`config.mk`:
```
export PLATFORM = sky130hd
export DESIGN_NAME = rtc3w_master
export DESIGN_NICKNAME = d
export VERILOG_FILES = /design/src/rtl/rtc3w_pkg.sv /design/src/rtl/rtc3w_tmr.sv /design/src/rtl/rtc3w_shreg.sv /design/src/rtl/rtc3w_master.sv
export SDC_FILE = /design/constraint.sdc
export NUM_CORES = 1
export LEC_CHECK = 0
export CELL_PAD_IN_SITES_DETAIL_PLACEMENT = 1
export CELL_PAD_IN_SITES_GLOBAL_PLACEMENT = 1
export CORE_UTILIZATION = 39
export DETAILED_ROUTE_END_ITERATION = 10
export GPL_TIMING_DRIVEN = 0
export MAX_ROUTING_LAYER = met4
export PLACE_DENSITY = 0.87
export SYNTH_ARGS = -nofsm -noshare
export SYNTH_HDL_FRONTEND = slang
export SYNTH_HIERARCHICAL = 1
export SYNTH_SLANG_ARGS = --single-unit
```
`constraint.sdc`:
```
create_clock -name clk_i -period 5.8 [get_ports clk_i]
set_input_delay 0.58 -clock clk_i [delete_from_list [all_inputs] [get_ports clk_i]]
set_output_delay 0.58 -clock clk_i [all_outputs]
set_load 0.01 [all_outputs]
```
`src/rtl/rtc3w_pkg.sv`:
```
package rtc3w_pkg;
  typedef enum logic [2:0] {
    ST_IDLE, ST_SETUP, ST_DSU, ST_HI, ST_LO, ST_HOLD, ST_RECOV
  } rtc3w_st_e;
endpackage

```
`src/rtl/rtc3w_tmr.sv`:
```
module rtc3w_tmr #(
  parameter int TW = 12
) (
  input  logic          clk_i,
  input  logic          rst_ni,
  input  logic          load_i,
  input  logic [TW-1:0] val_i,
  output logic          exp_o
);
  logic [TW-1:0] cnt_q;

  // phase lasts max(val,1) cycles
  always_ff @(posedge clk_i or negedge rst_ni) begin
    if (!rst_ni)                cnt_q <= '0;
    else if (load_i)            cnt_q <= (val_i == '0) ? '0 : val_i - TW'(1);
    else if (cnt_q != '0)       cnt_q <= cnt_q - TW'(1);
  end

  assign exp_o = (cnt_q == '0);

  a_r6_tmr_no_wrap: assert property (@(posedge clk_i) disable iff (!rst_ni)
    (!load_i && exp_o) |=> exp_o);
endmodule

```
`src/rtl/rtc3w_shreg.sv`:
```
module rtc3w_shreg #(
  parameter int BW = 8
) (
  input  logic          clk_i,
  input  logic          rst_ni,
  input  logic          load_i,
  input  logic [BW-1:0] ld_data_i,
  input  logic          shift_i,
  input  logic          sin_i,
  output logic [BW-1:0] q_o
);
  always_ff @(posedge clk_i or negedge rst_ni) begin
    if (!rst_ni)      q_o <= '0;
    else if (load_i)  q_o <= ld_data_i;
    else if (shift_i) q_o <= {sin_i, q_o[BW-1:1]};
  end

  a_r2_load_shift_excl: assert property (@(posedge clk_i) disable iff (!rst_ni)
    load_i |-> !shift_i);
endmodule

```
`src/rtl/rtc3w_master.sv`:
```
module rtc3w_master
  import rtc3w_pkg::*;
#(
  parameter int TW        = 12,
  parameter int LEN_W     = 6,
  parameter int MAX_BYTES = 31,
  parameter int IDX_W     = $clog2(MAX_BYTES + 1)
) (
  input  logic             clk_i,
  input  logic             rst_ni,
  input  logic             start_i,
  input  logic             rd_i,
  input  logic [7:0]       cmd_i,
  input  logic [LEN_W-1:0] len_i,
  input  logic [7:0]       wr_data_i,
  input  logic [TW-1:0]    t_ce_setup_i,
  input  logic [TW-1:0]    t_ce_recov_i,
  input  logic [TW-1:0]    t_data_setup_i,
  input  logic [TW-1:0]    t_clk_hi_i,
  input  logic [TW-1:0]    t_clk_lo_i,
  output logic             busy_o,
  output logic             done_o,
  output logic             wr_taken_o,
  output logic             rd_valid_o,
  output logic [IDX_W-1:0] rd_idx_o,
  output logic [7:0]       rd_data_o,
  output logic             ce_o,
  output logic             sclk_o,
  output logic             sio_o,
  output logic             sio_oe_o,
  input  logic             sio_i
);
  localparam int BW    = 8;
  localparam int BIT_W = $clog2(BW);
  localparam logic [BIT_W-1:0] BIT_LAST = BIT_W'(BW - 1);

  rtc3w_st_e        st_q, st_d;
  logic             rd_q, cmd_ph_q, oe_q;
  logic [IDX_W-1:0] len_q, len_eff, byte_q;
  logic [BIT_W-1:0] bit_q;
  logic             tmr_load, tmr_exp;
  logic [TW-1:0]    tmr_val;
  logic             sh_load, sh_shift;
  logic [BW-1:0]    sh_data, sh_q;
  logic             last_byte;

  always_comb begin
    if (len_i == '0)                          len_eff = IDX_W'(1);
    else if (len_i > LEN_W'(MAX_BYTES))       len_eff = IDX_W'(MAX_BYTES);
    else                                      len_eff = len_i[IDX_W-1:0];
  end

  assign last_byte = !cmd_ph_q && (byte_q == len_q - IDX_W'(1));

  rtc3w_tmr #(.TW(TW)) u_tmr (
    .clk_i (clk_i), .rst_ni (rst_ni),
    .load_i(tmr_load), .val_i(tmr_val), .exp_o(tmr_exp)
  );

  rtc3w_shreg #(.BW(BW)) u_sh (
    .clk_i (clk_i), .rst_ni (rst_ni),
    .load_i(sh_load), .ld_data_i(sh_data),
    .shift_i(sh_shift), .sin_i(sio_i), .q_o(sh_q)
  );

  always_comb begin
    st_d     = st_q;
    tmr_load = 1'b0;
    tmr_val  = '0;
    sh_load  = 1'b0;
    sh_data  = cmd_i;
    sh_shift = 1'b0;
    case (st_q)
      ST_IDLE: if (start_i) begin
        st_d = ST_SETUP; tmr_load = 1'b1; tmr_val = t_ce_setup_i; sh_load = 1'b1;
      end
      ST_SETUP: if (tmr_exp) begin
        st_d = ST_DSU; tmr_load = 1'b1; tmr_val = t_data_setup_i;
      end
      ST_DSU: if (tmr_exp) begin
        st_d = ST_HI; tmr_load = 1'b1; tmr_val = t_clk_hi_i;
      end
      ST_HI: if (tmr_exp) begin
        st_d = ST_LO; tmr_load = 1'b1; tmr_val = t_clk_lo_i; sh_shift = 1'b1;
      end
      ST_LO: if (tmr_exp) begin
        tmr_load = 1'b1; tmr_val = t_data_setup_i;
        if (bit_q == BIT_LAST && last_byte) st_d = ST_HOLD;
        else begin
          st_d = ST_DSU;
          if (bit_q == BIT_LAST && !rd_q) begin
            sh_load = 1'b1; sh_data = wr_data_i;
          end
        end
      end
      ST_HOLD: if (tmr_exp) begin
        st_d = ST_RECOV; tmr_load = 1'b1; tmr_val = t_ce_recov_i;
      end
      ST_RECOV: if (tmr_exp) st_d = ST_IDLE;
      default: st_d = ST_IDLE;
    endcase
  end

  always_ff @(posedge clk_i or negedge rst_ni) begin
    if (!rst_ni) begin
      st_q       <= ST_IDLE;
      rd_q       <= 1'b0;
      len_q      <= IDX_W'(1);
      cmd_ph_q   <= 1'b0;
      byte_q     <= '0;
      bit_q      <= '0;
      oe_q       <= 1'b0;
      done_o     <= 1'b0;
      wr_taken_o <= 1'b0;
      rd_valid_o <= 1'b0;
      rd_idx_o   <= '0;
      rd_data_o  <= '0;
    end else begin
      st_q       <= st_d;
      done_o     <= 1'b0;
      wr_taken_o <= 1'b0;
      rd_valid_o <= 1'b0;
      case (st_q)
        ST_IDLE: if (start_i) begin
          rd_q     <= rd_i;
          len_q    <= len_eff;
          cmd_ph_q <= 1'b1;
          byte_q   <= '0;
          bit_q    <= '0;
          oe_q     <= 1'b1;
        end
        ST_HI: if (tmr_exp && bit_q == BIT_LAST && rd_q) begin
          // turnaround at falling edge of last command clock
          if (cmd_ph_q) oe_q <= 1'b0;
          else begin
            rd_valid_o <= 1'b1;
            rd_data_o  <= {sio_i, sh_q[BW-1:1]};
            rd_idx_o   <= byte_q;
          end
        end
        ST_LO: if (tmr_exp) begin
          if (bit_q == BIT_LAST) begin
            bit_q <= '0;
            if (cmd_ph_q) cmd_ph_q <= 1'b0;
            else          byte_q   <= byte_q + IDX_W'(1);
            if (sh_load) wr_taken_o <= 1'b1;
          end else begin
            bit_q <= bit_q + BIT_W'(1);
          end
        end
        ST_HOLD:  if (tmr_exp) oe_q <= 1'b0;
        ST_RECOV: if (tmr_exp) done_o <= 1'b1;
        default: ;
      endcase
    end
  end

  assign ce_o     = (st_q == ST_SETUP) || (st_q == ST_DSU) || (st_q == ST_HI) ||
                    (st_q == ST_LO) || (st_q == ST_HOLD);
  assign sclk_o   = (st_q == ST_HI);
  assign sio_o    = sh_q[0];
  assign sio_oe_o = oe_q;
  assign busy_o   = (st_q != ST_IDLE);

  a_r1_sclk_low_ce_rise: assert property (@(posedge clk_i) disable iff (!rst_ni)
    $rose(ce_o) |-> !sclk_o);
  a_r1_sclk_low_ce_fall: assert property (@(posedge clk_i) disable iff (!rst_ni)
    $fell(ce_o) |-> (!sclk_o && !$past(sclk_o)));
  a_r4_oe_needs_ce: assert property (@(posedge clk_i) disable iff (!rst_ni)
    !ce_o |-> !sio_oe_o);
  a_r2_sio_stable_hi: assert property (@(posedge clk_i) disable iff (!rst_ni)
    (sclk_o && $past(sclk_o)) |-> $stable(sio_o));
  a_r9_done_ends_busy: assert property (@(posedge clk_i) disable iff (!rst_ni)
    done_o |-> (!busy_o && $past(busy_o)));
  a_r5_valid_released: assert property (@(posedge clk_i) disable iff (!rst_ni)
    rd_valid_o |-> (ce_o && !sio_oe_o));
  a_r10_dir_kept: assert property (@(posedge clk_i) disable iff (!rst_ni)
    (busy_o && $past(busy_o)) |-> $stable(rd_q));
  a_r8_len_range: assert property (@(posedge clk_i) disable iff (!rst_ni)
    busy_o |-> (len_q != '0 && len_q <= IDX_W'(MAX_BYTES)));
endmodule

```
==> Yosys cells after proc, flatten, opt, wreduce, memory -nomap -nowiden <==
Index checks and enable logic that the tools add are counted.
{ "classes": {"add_sub_neg": 5, "n_bitwise": 1, "order_cmp": 1, "mux": 59, "n_eq_ne": 19, "reduce_logical": 30} }
{ "op_table": {"columns": ["operator", "n"], "rows": [
  ["two-way mux 12 bit", 8],
  ["case mux 12 bit (5 select lines)", 1],
  ["two-way mux 8 bit", 6],
  ["two-way mux 3 bit", 11],
  ["two-way mux 5 bit", 6],
  ["logical NOT 12 bit", 2],
  ["subtractor 12 x 1 -> 12 bit, second input constant", 2],
  ["case mux 3 bit (7 select lines)", 1],
  ["two-way mux 1 bit", 20],
  ["inequality test 2 bit, second input constant", 8],
  ["== test 3 bit, second input constant", 4],
  ["nonzero test 12 bit", 1],
  ["case mux 5 bit (2 select lines)", 1],
  ["AND reduction 5 bit", 2],
  ["AND reduction 7 bit", 1],
  ["== test 3 x 2 -> 1 bit, second input constant", 2],
  ["greater-than comparator 6 x 5 -> 1 bit, second input constant", 1],
  ["logical NOT 6 bit", 1],
  ["inequality test 2 x 1 -> 1 bit, second input constant", 3],
  ["case mux 1 bit (2 select lines)", 3],
  ["case mux 3 bit (2 select lines)", 1],
  ["AND reduction 3 bit", 2],
  ["nonzero test 2 bit", 3],
  ["nonzero test 3 bit", 2],
  ["other kinds (15)", 23]
]} }
{ "totals": {"inputBits": 87, "regBits": 55, "out_inout_bits": 21, "word_cells": 129} }

==> Longest topological paths before layout <==
{ "logic_depth": {"depth_word": 11, "mapped_depth": 15, "ltp_nobuf": 12} }

==> Cells and area by module <==
The synthesis kept the hierarchy.
{ "by_module_without_submodules": {"columns": ["mod", "instances", "cells_per_inst", "seq_area_each_um2", "area_per_inst_um2"], "rows": [
  ["rtc3w_master", 1, 238, 877.1, 2287.2],
  ["rtc3w_tmr", 1, 112, 300.3, 996.0],
  ["rtc3w_shreg", 1, 34, 200.2, 372.9]
]} }

==> Worst setup path after synthesis <==
Ideal clock, no wire load.
{ "synth_path": {"path_type": "register -> register", "from": "reg u_tmr.cnt_q[0]", "to": "reg u_tmr.cnt_q[10]", "synth_period_minus_slack_ns": 3.230, "arrival_ns": 3.134, "stages_incl_launch_ff": 16, "path_buffers": 4, "required_time_ns": 5.704, "setup_time_ns": 0.096, "slack_ns": 2.570, "cell_sequence": "dfrtp_1 > inv_1 > ha_1 > nor2b_1 > and4b_1 > clkbuf_2 > buf_4 > clkbuf_1 > a22o_1 > inv_1 > ha_1 > or3b_2 > clkbuf_1 > or4_1 > a21o_1 > o31ai_1"} }
{ "synth_between": {"elab_chain_cells": 6, "word_cells_on_any_way": 16, "cone_classes": "2 x add/sub; 10 x mux; 4 x reduce/logical"} }
{ "synth_rtl": {"columns": ["element", "line", "source"], "rows": [
  ["from (decl)", "rtc3w_tmr.sv:10", "logic [TW-1:0] cnt_q;"],
  ["from (signal assigned)", "rtc3w_tmr.sv:15", "else if (load_i) cnt_q <= (val_i == '0) ? '0 : val_i - TW'(1);"],
  ["from (signal assigned)", "rtc3w_tmr.sv:16", "else if (cnt_q != '0) cnt_q <= cnt_q - TW'(1);"],
  ["logical NOT 12 bit *", "rtc3w_tmr.sv:19", "assign exp_o = (cnt_q == '0);"],
  ["via tmr_exp", "rtc3w_master.sv:41", "logic tmr_load, tmr_exp;"],
  ["two-way mux 12 bit (on tied branches)", null, null],
  ["case mux 12 bit (5 select lines) *", "rtc3w_master.sv:73", "case (st_q)"],
  ["via tmr_val[0]", "rtc3w_master.sv:42", "logic [TW-1:0] tmr_val;"],
  ["subtractor 12 x 1 -> 12 bit or logical NOT 12 bit (tied branches)", "rtc3w_tmr.sv:15", null],
  ["two-way mux 12 bit * (2 in series)", "rtc3w_tmr.sv:15", null]
]} }
The timed path passes the listed nets; every way through them passes the cells marked *. The select of a mux whose other input is x is not followed.
A chain may end at the register's enable or synchronous reset.

==> Final worst setup path <==
Ends and elaborated chain as after synthesis.

==> out/metrics.yaml <==
power:
  power.switching_w: 0.0004730
  p_leak_nw: 2.166
  p_int_w: 0.0007872
  irDropWorstVdd_mv: 0.1185
  power_frac_seq_pct: 43.4
  pwr-share-clk_pct: 18.1
  p_sw_share_pct: 37.54
  pwr-share-comb_pct: 38.5
  power.density_mw_per_mm2: 253.4
worst_setup_path:
  worst-endpoint-required_ps: 6030
  setup.worst_path.class: "flop to flop"
  r2r.worst_path.cells: 15
  arrival_ps: 3960
  end_kind: "flop"
  worstPathMaxFanout: 10
  start_kind: "flop"
cts:
  h-tree-depth: 2
  cts_setup_buffers: 0
  cts_tree: "built"
  ctsResizeCount: 0
  cts_num_sinks: 55
  cts_made_buffers: 5
  clkLatencyLatePin_ps: 320
  cts_max_path_buffers: 2
  path_clk_slew_ps: 110
  cts_hold_buf: 0
  root_buffer: "clkbuf_8"
placed_design:
  gp_congestion: 0.8570
  post-place-ws_ps: 2105
  placed_cell_area_mm2: 0.004877
  placed_cells: 600
  dp_hpwl_um: 8676
  io_buffers: 107
route:
  met1Wirelength_um: 4514
  avgRoutedWirePerCell_um: 17.73
  vias_per_cell: 5.691
  dr_wl_met2_um: 5478
  wirelength_um: 10780
  top_layer: "met4"
  wl_met3_um: 606
  drtIter0Drc: 110
  drc: 0
  num_vias: 3460
  antenna_left: 0
  dr.pass1.iters: 4
logic_synthesis:
  synth_xor_area_share_pct: 4.073
  async_reset_ff_share_pct: 100.0
  synth-main-ff-cell: "dfrtp_1"
  synth_fa_ha_area_share_pct: 2.738
  synth_area_mm2: 0.003656
  seq_area_frac_synth_pct: 37.68
  yosysUniqueCellTypes: 59
  synth_area_per_cell_um2: 9.521
  synth-simple-area-share_pct: 15.30
  synth_edf_count: 0
  synth_compound_area_share_pct: 19.92
  synth_nets: 479
  synth_warnings: 6
  synth_top_family_by_area: "compound AO/OA/AOI/OAI gates"
  synthCells: 384
  ys_ff_latch: 55
  muxShareOfSynthArea_pct: 14.20
sta:
  max_slew_margin_pct: 48.13
  finClkSkew_ps: 8.854
  fin_crit_sh_pct: 64.35
  slew_violations: 0
  worst_pin_slew_ps: 770.0
  fin_setup_tns_ps: 0
  whs_ps: 186.9
  rsz0062_at_grt: "false"
  setup_viol: 0
  setup_ws_ps: 2068
  fmax_ghz: 0.2679
  hold_violations: 0
  min_period_ps: 3732
layout:
  diodes: 0
  layout.cells.non_filler: 608
  syn_to_final_growth_pct: 36.04
  drive_gt1_share_pct: 13.00
  final_area_mm2: 0.004974
  finalNetCount: 594
  fillers: 1039
global_routing:
  grt_pass1_wl_um: 18180
  grt_max_degree: 38
  grt_pass1_vias: 3805
  grtUsageTotal_pct: 24.32
  antenna_found_initial: 0
  grt_overflow: 0
floorplan:
  core_mm2: 0.008891
  num_rows: 34
  dieHeight_um: 98.82
  ios: 108
  dieWidth_um: 98.82
  start_util_pct: 41.12
  die_area_mm2: 0.009765
status:
  status: "completed"
flow_run:
  drv_cap: 0
min_path:
  hold_path.class: "primary input to async pin"
[per-layer routing]
layer,vias up,global-route usage [%]
met1,1662,26.85
li1,1647,-
met3,15,3.972
met2,136,44.54
met5,-,-
met4,0,7.692
[layout by cell type, fill, tap and decap left out, types with 4 or more instances in the layout]
master,n
dfrtp_1,54
o22ai_1,16
o31ai_1,6
ha_1,8
nor3_1,9
a22oi_1,11
nand3_1,5
buf_6,4
clkbuf_1,9
buf_2,13
a21oi_1,14
nor4_1,8
inv_1,15
nand2_1,36
or4_1,4
o21ai_1,8
mux2i_1,26
a22o_1,13
o21ai_0,16
clkdlybuf4s50_1,106
xor2_1,10
mux2_2,23
clkbuf_8,5
nor2_1,15
xnor2_1,7
or3_1,4
[final timing paths]
kind | from | to | slack (ps)
max in group asynchronous | rst_ni | len_q[0]$_DFFE_PN1P_ | 5000
min in group clk_i | len_q[4]$_DFFE_PN0P_ | len_q[4]$_DFFE_PN0P_ | 510
worst min register to register | len_q[4]$_DFFE_PN0P_ | len_q[4]$_DFFE_PN0P_ | 510
worst max-delay path | u_tmr/cnt_q[0]$_DFFE_PN0P_ | u_tmr/cnt_q[10]$_DFFE_PN0P_ | 2070
worst min-delay path | rst_ni | rd_valid_o$_DFF_PN0_ | 190
worst max register to register | u_tmr/cnt_q[0]$_DFFE_PN0P_ | u_tmr/cnt_q[10]$_DFFE_PN0P_ | 2070
[metrics by stage]
step                      util [%]  power [W]
after global placement       54.69  0.0009964
final                        55.94   0.001260
after floorplan                  -  0.0008412
after global routing         55.94   0.001342
after CTS                    55.94   0.001268
after detailed placement     54.86   0.001034
[synth_stat cells (all sizes together) (5+ instances only)]
cell	n	share of area, %
dfrtp	54	37
nand2	36	3.7
mux2i	26	7.1
o21ai	24	3.3
mux2	23	7.1
buf	19	3.4
inv	16	1.6
nor2	16	1.7
o22ai	16	2.7
a21oi	14	1.9
a22o	13	3.1
a22oi	11	2.3
clkbuf	10	1.1
nor4	10	2.1
xor2	10	2.4
nor3	9	1.2
ha	8	2.7
xnor2	7	1.7
o31ai	6	1.2
nand3	5	0.68
or4	5	1.1
[flip-flops by register name, summed over array words and instances, names as in the netlist]
register	cells
cmd_ph_q	1
wr_taken_o	1
u_sh/q_o	8
sio_oe_o	1
rd_idx_o	5
rd_data_o	8
len_q	5
rd_valid_o	1
u_tmr/cnt_q	12
byte_q	5
bit_q	3
done_o	1
st_q	3
rd_q	1
[layout make-up]
cell class	count	area (um^2)	area share, %
tap	108	135.1	2.717
sequential	55	1378	27.70
timing repair buffer	108	1086	21.84
buffer	29	162.7	3.270
clock buffer	5	68.82	1.384
inverter	16	60.06	1.208
clock inverter	3	27.53	0.5535
multi-input combinational	284	2056	41.33
[cell families (layout without fill, tap and decap cells)]
family / after synthesis / in the layout
multiplexers: 49 / 49
flip-flops: 55 / 55
XOR/XNOR: 17 / 17
adder cells (fa/ha/maj): 8 / 8
AO/OA/AOI/OAI: 105 / 105
AND/OR/NAND/NOR: 105 / 105
buffers and inverters: 45 / 161
[critical path: stages (launching register included)]
cell and delay [ps]:
dfrtp_1 430, inv_1 120, ha_1 230, nor2b_1 180, and4b_1 180, clkbuf_2 160
buf_4 190, clkbuf_1 210, a22o_1 300, inv_1 100, ha_1 190, or3b_2 460
clkbuf_1 190, or4_1 430, a21o_1 200, o31ai_1 60
[power by group through the flow]
stage	combinational [W]	clock [W]	sequential, W
after floorplan	0.000312	0	0.000529
after global placement	0.000454	0	0.000542
after detailed placement	0.000483	0	0.000551
after CTS	0.000488	0.000235	0.000545
after global routing	0.000539	0.000246	0.000557
final	0.000486	0.000228	0.000547
No activity file was read; power rests on OpenSTA's default activity.
